File: src/rtl/usb_irq_pkg.sv
package usb_irq_pkg;

    // Register width and event bit positions (software decodes these)
    localparam int REG_W     = 16;
    localparam int BIT_VBUS  = 15;
    localparam int BIT_ID    = 14;
    localparam int BIT_FRAME = 9;
    localparam int BIT_WAKE  = 6;
    localparam int BIT_CONN  = 4;
    localparam int BIT_DONE  = 0;

    // Register port selection
    localparam logic [1:0] SEL_ENABLE = 2'd0;
    localparam logic [1:0] SEL_STATUS = 2'd1;

    // Line state encoding on the input pins
    localparam logic [1:0] LINE_SE0 = 2'b00;
    localparam logic [1:0] LINE_J   = 2'b01;

    // Handshake result codes that complete a transfer
    localparam logic [2:0] HS_ACK     = 3'd1;
    localparam logic [2:0] HS_NAK     = 3'd2;
    localparam logic [2:0] HS_STALL   = 3'd3;
    localparam logic [2:0] HS_TIMEOUT = 3'd4;

    // Settled connect state
    typedef enum logic [1:0] {
        CON_UNKNOWN = 2'd0,
        CON_SE0     = 2'd1,
        CON_J       = 2'd2,
        CON_OTHER   = 2'd3
    } con_state_t;

    // Bits that exist for a given host instance
    function automatic logic [REG_W-1:0] impl_mask(input int host);
        logic [REG_W-1:0] m;
        m = '0;
        m[BIT_FRAME] = 1'b1;
        m[BIT_WAKE]  = 1'b1;
        m[BIT_CONN]  = 1'b1;
        m[BIT_DONE]  = 1'b1;
        if (host == 1) begin
            m[BIT_VBUS] = 1'b1;
            m[BIT_ID]   = 1'b1;
        end
        return m;
    endfunction

endpackage

File: src/rtl/irq_sync_chain.sv
module irq_sync_chain #(
    parameter int W      = 1,
    parameter int STAGES = 2
) (
    input  logic         clk,
    input  logic         rst_n,
    input  logic [W-1:0] d_i,
    output logic [W-1:0] q_o
);

    logic [W-1:0] stg [STAGES];

    always_ff @(posedge clk or negedge rst_n) begin
        if (!rst_n) begin
            for (int i = 0; i < STAGES; i++) begin
                stg[i] <= '0;
            end
        end else begin
            stg[0] <= d_i;
            for (int i = 1; i < STAGES; i++) begin
                stg[i] <= stg[i-1];
            end
        end
    end

    assign q_o = stg[STAGES-1];

endmodule

File: src/rtl/irq_conn_detect.sv
module irq_conn_detect
    import usb_irq_pkg::*;
#(
    parameter int SYNC_STAGES = 2,
    parameter int STABLE_CYC  = 2
) (
    input  logic       clk,
    input  logic       rst_n,
    input  logic       warm_i,
    input  logic [1:0] line_i,
    output logic       hit_o
);

    localparam int HIST = (STABLE_CYC > 1) ? STABLE_CYC - 1 : 1;

    logic [1:0] ls_sync;
    logic [1:0] hist [HIST];
    logic       agree;
    logic       qual;
    con_state_t state_q, state_d, target;

    irq_sync_chain #(.W(2), .STAGES(SYNC_STAGES)) u_ls_sync (
        .clk   (clk),
        .rst_n (rst_n),
        .d_i   (line_i),
        .q_o   (ls_sync)
    );

    // Past synchronized samples for the settle filter
    always_ff @(posedge clk or negedge rst_n) begin
        if (!rst_n) begin
            for (int i = 0; i < HIST; i++) begin
                hist[i] <= '0;
            end
        end else begin
            hist[0] <= ls_sync;
            for (int i = 1; i < HIST; i++) begin
                hist[i] <= hist[i-1];
            end
        end
    end

    always_comb begin
        agree = 1'b1;
        for (int i = 0; i < HIST; i++) begin
            if (hist[i] != ls_sync) begin
                agree = 1'b0;
            end
        end
    end

    assign qual = warm_i && agree;

    always_comb begin
        unique case (ls_sync)
            LINE_SE0: target = CON_SE0;
            LINE_J:   target = CON_J;
            default:  target = CON_OTHER;
        endcase
    end

    // State register
    always_ff @(posedge clk or negedge rst_n) begin
        if (!rst_n) begin
            state_q <= CON_UNKNOWN;
        end else begin
            state_q <= state_d;
        end
    end

    // Next state and event output
    always_comb begin
        state_d = state_q;
        hit_o   = 1'b0;
        if (qual && (target != state_q)) begin
            state_d = target;
            unique case (state_q)
                CON_SE0:     hit_o = (target == CON_J);
                CON_J:       hit_o = (target == CON_SE0);
                CON_UNKNOWN: hit_o = 1'b0;
                CON_OTHER:   hit_o = 1'b0;
            endcase
        end
    end


    conn_attach_chk: assert property (@(posedge clk) disable iff (!rst_n)
        (hit_o && state_q == CON_SE0) |=> (state_q == CON_J));


    conn_detach_chk: assert property (@(posedge clk) disable iff (!rst_n)
        (hit_o && state_q == CON_J) |=> (state_q == CON_SE0));


    conn_hold_chk: assert property (@(posedge clk) disable iff (!rst_n)
        !qual |=> (state_q == $past(state_q)));

endmodule

File: src/rtl/irq_event_regs.sv
module irq_event_regs
    import usb_irq_pkg::*;
#(
    parameter logic [REG_W-1:0] IMPL_MASK = '1
) (
    input  logic             clk,
    input  logic             rst_n,
    input  logic [REG_W-1:0] hit_i,
    input  logic [1:0]       sel_i,
    input  logic             wr_i,
    input  logic [REG_W-1:0] wdata_i,
    output logic [REG_W-1:0] rdata_o,
    output logic             irq_o
);

    logic [REG_W-1:0] en_q, en_d;
    logic [REG_W-1:0] st_q, st_d;
    logic [REG_W-1:0] clr;
    logic             irq_q;

    always_comb begin
        clr  = (wr_i && sel_i == SEL_STATUS) ? wdata_i : '0;
        st_d = ((st_q & ~clr) | hit_i) & IMPL_MASK;
        en_d = (wr_i && sel_i == SEL_ENABLE) ? (wdata_i & IMPL_MASK) : en_q;
    end

    always_ff @(posedge clk or negedge rst_n) begin
        if (!rst_n) begin
            en_q  <= '0;
            st_q  <= '0;
            irq_q <= 1'b0;
        end else begin
            en_q  <= en_d;
            st_q  <= st_d;
            irq_q <= |(st_q & en_q);
        end
    end

    always_comb begin
        unique case (sel_i)
            SEL_ENABLE: rdata_o = en_q;
            SEL_STATUS: rdata_o = st_q;
            default:    rdata_o = '0;
        endcase
    end

    assign irq_o = irq_q;


    en_write_chk: assert property (@(posedge clk) disable iff (!rst_n)
        (wr_i && sel_i == SEL_ENABLE) |=> (en_q == ($past(wdata_i) & IMPL_MASK)));


    w1c_chk: assert property (@(posedge clk) disable iff (!rst_n)
        (wr_i && sel_i == SEL_STATUS && hit_i == '0) |=> ((st_q & $past(wdata_i)) == '0));


    sticky_chk: assert property (@(posedge clk) disable iff (!rst_n)
        !(wr_i && sel_i == SEL_STATUS) |=> ((st_q & $past(st_q)) == $past(st_q)));


    set_wins_chk: assert property (@(posedge clk) disable iff (!rst_n)
        (hit_i != '0) |=> ((st_q & $past(hit_i & IMPL_MASK)) == $past(hit_i & IMPL_MASK)));


    irq_rise_chk: assert property (@(posedge clk) disable iff (!rst_n)
        (|(st_q & en_q)) |=> irq_o);


    irq_fall_chk: assert property (@(posedge clk) disable iff (!rst_n)
        !(|(st_q & en_q)) |=> !irq_o);

endmodule

File: src/rtl/usb_host_irq_ctrl.sv
module usb_host_irq_ctrl
    import usb_irq_pkg::*;
#(
    parameter int HOST_INDEX  = 1,
    parameter int SYNC_STAGES = 2,
    parameter int STABLE_CYC  = 2
) (
    input  logic        clk,
    input  logic        rst_n,
    input  logic        vbus_valid_i,
    input  logic        otg_id_i,
    input  logic [1:0]  line_state_i,
    input  logic        wake_pulse_i,
    input  logic        frame_tick_i,
    input  logic        xfer_done_i,
    input  logic [2:0]  xfer_result_i,
    input  logic [1:0]  reg_sel_i,
    input  logic        reg_wr_i,
    input  logic [15:0] reg_wdata_i,
    output logic [15:0] reg_rdata_o,
    output logic        irq_o
);

    localparam int               WARM_CYC  = SYNC_STAGES + STABLE_CYC - 1;
    localparam int               WARM_W    = $clog2(WARM_CYC + 1);
    localparam logic [REG_W-1:0] IMPL_MASK = impl_mask(HOST_INDEX);

    logic [WARM_W-1:0] warm_cnt;
    logic              warm_ok;
    logic [1:0]        otg_edge;
    logic              conn_hit;
    logic              done_ok;
    logic [REG_W-1:0]  events;

    // Start-up window while synchronizer stages hold reset values
    always_ff @(posedge clk or negedge rst_n) begin
        if (!rst_n) begin
            warm_cnt <= '0;
        end else if (!warm_ok) begin
            warm_cnt <= warm_cnt + 1'b1;
        end
    end

    assign warm_ok = (warm_cnt == WARM_W'(WARM_CYC));

    generate
        if (HOST_INDEX == 1) begin : g_otg
            logic [1:0] otg_sync;
            logic [1:0] otg_prev;

            irq_sync_chain #(.W(2), .STAGES(SYNC_STAGES)) u_otg_sync (
                .clk   (clk),
                .rst_n (rst_n),
                .d_i   ({vbus_valid_i, otg_id_i}),
                .q_o   (otg_sync)
            );

            always_ff @(posedge clk or negedge rst_n) begin
                if (!rst_n) begin
                    otg_prev <= '0;
                end else begin
                    otg_prev <= otg_sync;
                end
            end

            assign otg_edge = warm_ok ? (otg_sync ^ otg_prev) : 2'b00;
        end else begin : g_no_otg
            assign otg_edge = 2'b00;
        end
    endgenerate

    irq_conn_detect #(
        .SYNC_STAGES (SYNC_STAGES),
        .STABLE_CYC  (STABLE_CYC)
    ) u_conn (
        .clk    (clk),
        .rst_n  (rst_n),
        .warm_i (warm_ok),
        .line_i (line_state_i),
        .hit_o  (conn_hit)
    );

    always_comb begin
        done_ok = 1'b0;
        if (xfer_done_i) begin
            unique case (xfer_result_i)
                HS_ACK, HS_NAK, HS_STALL, HS_TIMEOUT: done_ok = 1'b1;
                default:                              done_ok = 1'b0;
            endcase
        end
    end

    always_comb begin
        events            = '0;
        events[BIT_VBUS]  = otg_edge[1];
        events[BIT_ID]    = otg_edge[0];
        events[BIT_FRAME] = frame_tick_i;
        events[BIT_WAKE]  = wake_pulse_i;
        events[BIT_CONN]  = conn_hit;
        events[BIT_DONE]  = done_ok;
    end

    irq_event_regs #(.IMPL_MASK(IMPL_MASK)) u_regs (
        .clk     (clk),
        .rst_n   (rst_n),
        .hit_i   (events),
        .sel_i   (reg_sel_i),
        .wr_i    (reg_wr_i),
        .wdata_i (reg_wdata_i),
        .rdata_o (reg_rdata_o),
        .irq_o   (irq_o)
    );


    no_early_irq_chk: assert property (@(posedge clk) disable iff (!rst_n)
        (!warm_ok && !reg_wr_i && events == '0 && $past(!warm_ok)) |=> (reg_sel_i != SEL_STATUS || reg_rdata_o == '0 || warm_ok));

endmodule

File: config.mk
export PLATFORM = sky130hd
export DESIGN_NAME = usb_host_irq_ctrl
export DESIGN_NICKNAME = d
export VERILOG_FILES = /design/src/rtl/usb_irq_pkg.sv /design/src/rtl/irq_sync_chain.sv /design/src/rtl/irq_conn_detect.sv /design/src/rtl/irq_event_regs.sv /design/src/rtl/usb_host_irq_ctrl.sv
export SDC_FILE = /design/constraint.sdc
export NUM_CORES = 1
export LEC_CHECK = 0
export CAP_MARGIN = 20
export CORE_MARGIN = 4
export CORE_UTILIZATION = 40
export DETAILED_ROUTE_END_ITERATION = 7
export PLACE_DENSITY_LB_ADDON = 0.1
export SLEW_MARGIN = 30
export SYNTH_ARGS = -nofsm -noshare
export SYNTH_HDL_FRONTEND = slang
export SYNTH_HIERARCHICAL = 1
export SYNTH_SLANG_ARGS = --single-unit
File: constraint.sdc
create_clock -name clk -period 1.6 [get_ports clk]
set_input_delay 0.32 -clock clk [delete_from_list [all_inputs] [get_ports clk]]
set_output_delay 0.32 -clock clk [all_outputs]
set_load 0.005 [all_outputs]
Yosys cells after proc, flatten, opt, wreduce, memory -nomap -nowiden
Index checks and enable logic that the tools add are counted.
{ "word_totals": {"regBits": 29, "output_inout_bits": 17, "input_bits": 31, "elab_cells": 50} }
{ "classes": {"eq_ne": 14, "muxes": 9, "bitwise": 5, "reduce_logical": 10, "add_sub_neg": 1} }
{ "ops": {"columns": ["op", "count"], "rows": [
  ["16-bit AND", 2],
  ["16-bit one-hot mux with 2 select lines", 1],
  ["16-bit 2-to-1 mux", 1],
  ["16-bit inverter", 1],
  ["16-bit bitwise OR", 1],
  ["16-bit OR reduction", 1],
  ["2-bit by 1-bit == test with 1-bit output (second input constant)", 4],
  ["2-bit == test (second input constant)", 4],
  ["3-bit by 2-bit == test with 1-bit output (second input constant)", 2],
  ["2-bit logical NOT", 3],
  ["1-bit logical AND", 4],
  ["1-bit 2-to-1 mux", 4],
  ["2-bit != test", 2],
  ["2-bit one-hot mux with 2 select lines", 1],
  ["4-bit OR reduction", 1],
  ["3-bit by 1-bit == test with 1-bit output (second input constant)", 1],
  ["3-bit == test (second input constant)", 1],
  ["1-bit one-hot mux with 3 select lines", 1],
  ["2-bit by 1-bit adder with 2-bit output (second input constant)", 1],
  ["2-bit 2-to-1 mux", 1],
  ["2-bit OR reduction", 1],
  ["2-bit bitwise XOR", 1]
]} }

Depth between registers and ports, before layout
Gate-level depths: netlist (run 1).
{ "logic_depth": {"depth_word": 6, "depth_mapped": 6, "depth_no_buf": 6} }

Modules after synthesis
The synthesis (run 1) kept the hierarchy.
{ "by_module_without_submodules": {"columns": ["mod", "area_each_um2", "n_inst", "cells_each", "seq_area_each_um2"], "rows": [
  ["irq_event_regs", 718.2, 1, 69, 325.3],
  ["irq_sync_chain", 115.1, 2, 6, 100.1],
  ["irq_conn_detect", 221.5, 1, 22, 100.1],
  ["usb_host_irq_ctrl", 183.9, 1, 15, 100.1]
]} }

Worst setup path before layout (run 1)
OpenSTA, ideal clock, no wires.
{ "synth_timing": {"path_kind": "reg-to-reg", "startpoint": "register warm_cnt[0]", "endpoint": "register u_regs.st_q[4]", "path_buffers": 0, "setup_slack_ns": 0.112, "setup_ns": 0.082, "arrival_time_ns": 1.406, "period_less_slack_ns": 1.488, "path_stages_with_launch": 6, "t_required_ns": 1.518, "cell_sequence": "dfrtp_1 ha_1 or3b_1 a211oi_2 inv_1 a31oi_1"} }
{ "synth_between": {"elab_chain_len": 5} }
{ "synth_rtl": {"columns": ["element", "line_no", "rtl"], "rows": [
  ["start: declaration", "usb_host_irq_ctrl.sv:28", "logic [WARM_W-1:0] warm_cnt;"],
  ["start signal: assignment", "usb_host_irq_ctrl.sv:40", "warm_cnt <= warm_cnt + 1'b1;"],
  ["2-bit == test", "usb_host_irq_ctrl.sv:44", "assign warm_ok = (warm_cnt == WARM_W'(WARM_CYC));"],
  ["via warm_ok", "usb_host_irq_ctrl.sv:29", "logic warm_ok;"],
  ["1-bit logical AND", "irq_conn_detect.sv:52", "assign qual = warm_i && agree;"],
  ["1-bit logical AND", "irq_conn_detect.sv:75", "if (qual && (target != state_q)) begin"],
  ["1-bit 2-to-1 mux", "irq_conn_detect.sv:75", null],
  ["via conn_hit", "usb_host_irq_ctrl.sv:31", "logic conn_hit;"],
  ["16-bit bitwise OR", "irq_event_regs.sv:23", "st_d = ((st_q & ~clr) | hit_i) & IMPL_MASK;"],
  ["via u_regs.st_d[4]", "irq_event_regs.sv:17", "logic [REG_W-1:0] st_q, st_d;"],
  ["end signal: assignment", "irq_event_regs.sv:34", "st_q <= st_d;"],
  ["end: declaration", "irq_event_regs.sv:17", null]
]} }
The timed path passes the listed nets, and every way through them passes these cells.
A chain may end at the register's enable or synchronous reset.

Final worst setup path (run 1)
{ "layout_timing": {"startpoint": "input port reg_sel_i[0]", "endpoint": "output port reg_rdata_o[14]"} }
{ "layout_between": {"elab_chain_len": 2, "elab_cells_between_ends": 3, "cone_classes": "eq/ne: 1; mux: 1; reduce/logical: 1"} }
{ "layout_rtl": {"columns": ["element", "line_no", "rtl"], "rows": [
  ["start: declaration", "usb_host_irq_ctrl.sv:17", "input logic [1:0] reg_sel_i,"],
  ["2-bit by 1-bit == test with 1-bit output / 2-bit logical NOT (equally long branches)", "irq_event_regs.sv:40", "unique case (sel_i)"],
  ["16-bit one-hot mux with 2 select lines *", "irq_event_regs.sv:40", null],
  ["end: declaration", "usb_host_irq_ctrl.sv:20", "output logic [15:0] reg_rdata_o,"]
]} }
Every way passes the cells marked *; elsewhere a longest branch is shown, timed or not.

==> results.json, run 1 <==
{
  "outcome": "finished clean",
  "cts-htree-levels": 2,
  "grt_pass1_wl_um": 3919,
  "crit_path_start_kind": "input port",
  "p_per_area_mw_per_mm2": 952.0,
  "hold_class": "register to register",
  "synthCells": 117,
  "start_util": 0.4316,
  "grt_usage": 0.1225,
  "irDropWorstVdd_mv": 0.4554,
  "syn-mean-instance-area_um2": 11.54,
  "rsz0062_at_grt": "no",
  "cts_hold_buf": 0,
  "dp.final_hpwl_um": 1768,
  "power_switching_uw": 414.4,
  "cts_buffers": 5,
  "grt_pass1_vias": 898,
  "via_per_inst": 4.617,
  "path_clk_slew_ns": 0.09,
  "slew_viol_final": 0,
  "antenna_found_initial": 0,
  "switching_share": 0.2512,
  "n_antenna_cell": 0,
  "drc_errors": 0,
  "p_comb_frac": 0.179,
  "period_needed_ns": 1.524,
  "final_nets": 184,
  "worst-setup-path-type": "input port to output port",
  "drv_cap": 0,
  "cts_root_buffer": "clkbuf_4",
  "cp_max_fo": 6,
  "cts_buffer_depth": 2,
  "grt_max_degree": 30,
  "die_y_um": 66.10,
  "syn_area_mm2": 0.001350,
  "wl_per_cell_um": 11.74,
  "fin_util": 0.5540,
  "hold_viol": 0,
  "top_level_ports": 48,
  "leakage_uw": 0.0007794,
  "cp-end-kind": "output port",
  "core_area_mm2": 0.003128,
  "vias": 905,
  "intPower_uw": 1235,
  "fmax_ghz": 0.6563,
  "dr.pass1.iters": 5,
  "crit_required_ns": 1.28,
  "fin_crit_sh": 0.9523,
  "crit_arrival_ns": 1.20,
  "power_frac_seq": 0.524,
  "rows": 20,
  "final.setup.tns_ns": 0,
  "portBuffers": 27,
  "p_clk_frac": 0.298,
  "yosysWarnings": 6,
  "grt-ovfl-total": 0,
  "die_w_um": 66.10,
  "syn_to_final_growth_pct": 28.36,
  "drtIter0Drc": 34,
  "gp_congestion": 0.7220,
  "setup_viol": 0,
  "wl_um": 2301,
  "drive_gt1_frac": 0.1842,
  "r2r_setup_slack_ns": 0.14,
  "finClkSkew_ns": 0.005816,
  "cts_sinks": 29,
  "ant_nets": 0,
  "clock_latency_ns": 0.31,
  "tritoncts": "done",
  "fp.dieArea_mm2": 0.004369
}
-- flip-flops by register name, summed over array words and instances (netlist names) --
name	count
u_regs/en_q	6
u_conn/hist	2
u_conn/state_q	2
u_regs/irq_o	1
warm_cnt	2
g_otg.u_otg_sync/stg	2
g_otg.otg_prev	2
u_conn/u_ls_sync/stg	2
u_regs/st_q	6
u_conn/u_ls_sync/q_o	2
g_otg.u_otg_sync/q_o	2
-- layout make-up --
cell class,instances,area (um^2)
Clock inverter,1,5.005
Multi-Input combinational cell,73,504.2
Inverter,7,26.28
Fill cell,283,1395
Tap cell,44,55.05
Clock buffer,7,65.06
Timing Repair Buffer,35,351.6
Sequential cell,29,725.7
-- layout by cell type (no fill, tap or decap) --
cell             count
a31oi_1              6
a211oi_2             1
buf_2                1
and3_1               1
nor3_1               2
clkbuf_8             2
o21ai_0              1
inv_1                7
buf_6                1
buf_4                5
mux2_2               7
or3b_4               1
dlygate4sd2_1        4
buf_12               2
o211ai_1             1
and2_1               2
dlymetal6s2s_1       1
xnor2_1              2
or2b_1               2
clkbuf_4             5
nand2_1              1
a22oi_1              3
and3b_2              1
dfrtp_1             29
a21oi_1              3
conb_1              10
a211o_1              1
ha_1                 2
xor2_1               2
mux2i_1              6
o22ai_1              1
clkdlybuf4s15_1      2
clkinv_2             1
nor2_1              13
clkdlybuf4s50_1     19
nand3_1              2
or3_1                1
nor3b_4              1
-- metrics by stage --
step	total power, uW	std cells	hold slack, ns	cell area (um^2)	setup WS [ns]
final	1650	196	0.3483	1733	0.07635
after floorplan	1054	126	0.02441	1384	0.1120
after detailed placement	1182	186	0.3357	1637	-0.3797
after global placement	1170	186	0.3322	1637	-0.3759
after global routing	1762	196	0.3552	1733	0.01655
after CTS	1679	195	0.3495	1708	-0.01603
-- worst max-delay path, cell delays in order --
cell	delay [ns]
dlygate4sd2_1	0.26
buf_12	0.14
buf_4	0.14
mux2i_1	0.11
nor2_1	0.11
buf_2	0.12
-- final timing paths --
path | start | endpoint | depth (start not counted)
max in group asynchronous | rst_n | g_otg.u_otg_sync/q_o[1] | 2
min reg2reg | u_conn/u_ls_sync/stg[3] | u_conn/u_ls_sync/q_o[1] | 0
min | u_conn/u_ls_sync/stg[3] | u_conn/u_ls_sync/q_o[1] | 0
min in group asynchronous | rst_n | u_conn/u_ls_sync/q_o[1] | 2
max reg2reg | u_conn/state_q[0] | u_regs/st_q[4] | 6
max | reg_sel_i[0] | reg_rdata_o[14] | 6
-- layer usage --
layer | vias up | global-route usage | routed length, um
met5 | - | 0 | 0
met4 | 0 | 0.05330 | 20
met3 | 2 | 0.05442 | 175
met2 | 34 | 0.1797 | 1016
met1 | 423 | 0.1551 | 1089
li1 | 446 | - | -
-- repair_timing --
action,4_1_cts,5_1_grt
pin swaps,0,2
buffers inserted,1,1
gates resized for setup,9,6
endpoints found under the setup margin,6,7
-- power by group through the flow --
stage	logic [uW]	clock network [uW]	registers, uW
final	295	491	864
after global routing	327	557	878
after CTS	291	522	865
after detailed placement	302	0	881
after global placement	292	0	878
after floorplan	191	0	862
(Power assumes the default switching activity.)
==> run 2, diff against run 1 <==
--- a/config.mk
+++ b/config.mk
@@ -10,7 +10,7 @@
 export CORE_UTILIZATION = 40
 export DETAILED_ROUTE_END_ITERATION = 7
 export PLACE_DENSITY_LB_ADDON = 0.1
-export SLEW_MARGIN = 30
+export SLEW_MARGIN = 15
 export SYNTH_ARGS = -nofsm -noshare
 export SYNTH_HDL_FRONTEND = slang
 export SYNTH_HIERARCHICAL = 1
==> results of run 2 <==
Same layout as run 1: the final DEF is identical, and so are final timing and power.
==> run 3, diff against run 2 <==
--- a/config.mk
+++ b/config.mk
@@ -10,6 +10,7 @@
 export CORE_UTILIZATION = 40
 export DETAILED_ROUTE_END_ITERATION = 7
 export PLACE_DENSITY_LB_ADDON = 0.1
+export SETUP_SLACK_MARGIN = 0.3
 export SLEW_MARGIN = 15
 export SYNTH_ARGS = -nofsm -noshare
 export SYNTH_HDL_FRONTEND = slang
==> results.json, run 3 (synthesis results as in run 1) <==
{
  "outcome": "finished clean",
  "hold_start": "u_conn/u_ls_sync/stg[3]",
  "finClkSkew_ns": 0.009705,
  "via_per_inst": 4.649,
  "fillCellCount": 273,
  "path_clk_slew_ns": 0.09,
  "fin_util": 0.5820,
  "crit_path_start_kind": "register",
  "hold_viol": 0,
  "grt_usage": 0.1274,
  "slew_viol_final": 0,
  "n_antenna_cell": 0,
  "hold_class": "register to register",
  "wl_per_cell_um": 12.34,
  "r2r-start": "warm_cnt[0]",
  "portBuffers": 27,
  "core_area_mm2": 0.003128,
  "critPathMaxStageDelay_ns": 0.40,
  "cp-end-kind": "register",
  "top_regs": "u_regs/en_q x6, u_regs/st_q x6",
  "cts_buffers": 5,
  "p_per_area_mw_per_mm2": 1012,
  "cp_max_fo": 3,
  "fp.dieArea_mm2": 0.004369,
  "start_util": 0.4316,
  "drv_cap": 0,
  "slowest_stage": "dfrtp_1",
  "dr.pass1.iters": 6,
  "fmax_ghz": 0.7263,
  "drtIter0Drc": 34,
  "irDropWorstVdd_mv": 0.8713,
  "final_nets": 196,
  "grt_pass1_vias": 938,
  "wl_um": 2567,
  "cts-htree-levels": 2,
  "antenna_found_initial": 0,
  "crit_arrival_ns": 1.59,
  "worstPathCellList": "ha_4 -> or3b_4 -> buf_4 -> o22ai_2 -> a21oi_1",
  "setup_viol": 0,
  "drc_errors": 0,
  "die_y_um": 66.10,
  "layout_common_cells": "29 x dfrtp_1, 18 x clkdlybuf4s50_1, 18 x buf_4, 13 x nor2_1, 10 x conb_1",
  "fin_crit_sh": 0.8605,
  "mostFrequentLayoutCell": "dfrtp_1",
  "period_needed_ns": 1.377,
  "syn_to_final_growth_pct": 34.85,
  "gp_congestion": 0.7405,
  "cts_root_buffer": "clkbuf_4",
  "crit_required_ns": 1.81,
  "cp-startpoint": "warm_cnt[0]",
  "grt_pass1_wl_um": 4126,
  "grt_max_degree": 30,
  "rows": 20,
  "cts_sinks": 29,
  "worst-setup-path-type": "register to register",
  "top_level_ports": 48,
  "tritoncts": "done",
  "drive_gt1_frac": 0.2866,
  "rsz0062_at_grt": "yes",
  "clock_latency_ns": 0.32,
  "vias": 967,
  "final.setup.tns_ns": 0,
  "grt-ovfl-total": 0,
  "ant_nets": 0,
  "timing.hold.ws_ns": 0.3512,
  "cts_buffer_depth": 2,
  "die_w_um": 66.10,
  "dp.final_hpwl_um": 1736,
  "leakage_uw": 0.0008170
}
==> run 3: changes by cell type in the layout (fill, tap and decap cells not counted), sizes merged <==
| cell | delta |
|---|---|
| clkdlybuf4s50 | -1 |
| buf | +16 |
| dlymetal6s2s | -1 |
| clkinv | -1 |
| dlygate4sd2 | -3 |
| clkbuf | +1 |
| bufinv | +1 |
==> run 3: power by group <==
group          internal (uW)  switching (uW)  leakage (uW)  total [uW]
Sequential               808            44.9      0.000318         853
Combinational            221             153      0.000454         374
Clock                    373             243     0.0000455         616
Total                   1400             440      0.000817        1840
==> run 3: critical path, delay by kind of cell (launching register included) <==
family | cells | cell delay, ns
fa+ha+maj | 1 | 0.15
simple gates | 1 | 0.39
flops | 1 | 0.40
compound gates | 2 | 0.19
buf+inv | 1 | 0.15
==> run 3: repair_timing <==
action | in CTS | in global routing
pin swaps | 3 | 0
endpoints found under the setup margin | 16 | 12
gates cloned | 0 | 0
hold buffers | 0 | 0
resized for setup | 27 | 4
buffers inserted | 14 | 3
==> run 3: per-stage QoR <==
step	total power, uW	instance area (um^2)	setup WS [ns]	instances
finish	1842	1821	0.2231	208
global route	1961	1821	0.1014	208
CTS	1856	1792	0.1370	205
detailed placement	1181	1629	-0.4081	183
global placement	1170	1629	-0.3847	183
floorplan	1055	1399	0.2575	126
==> run 3: cell type report <==
class	instances	area, um^2	share of cell area
Tap cell	44	55.05	0.03024
Multi-Input combinational cell	73	523.0	0.2873
Timing Repair Buffer	47	405.4	0.2227
Clock buffer	7	55.05	0.03024
Inverter	7	26.28	0.01443
Clock inverter	1	30.03	0.01649
Sequential cell	29	725.7	0.3986
==> run 3: final timing paths <==
path	slack (ns)	depth (start not counted)	to
max reg2reg	0.22	5	u_conn/state_q[0]
max	0.22	5	u_conn/state_q[0]
min in group asynchronous	0.37	2	u_regs/en_q[15]
max in group asynchronous	0.97	2	u_regs/st_q[9]
min	0.35	0	u_conn/u_ls_sync/q_o[1]
min reg2reg	0.35	0	u_conn/u_ls_sync/q_o[1]
==> run 3: metal layers <==
metal  vias to the layer above  wire (um)  track usage
met3                         5        200      0.04592
met5                         -          0            0
met2                        37       1286       0.2131
met4                         0         34      0.05330
li1                        468          -            -
met1                       457       1045       0.1458
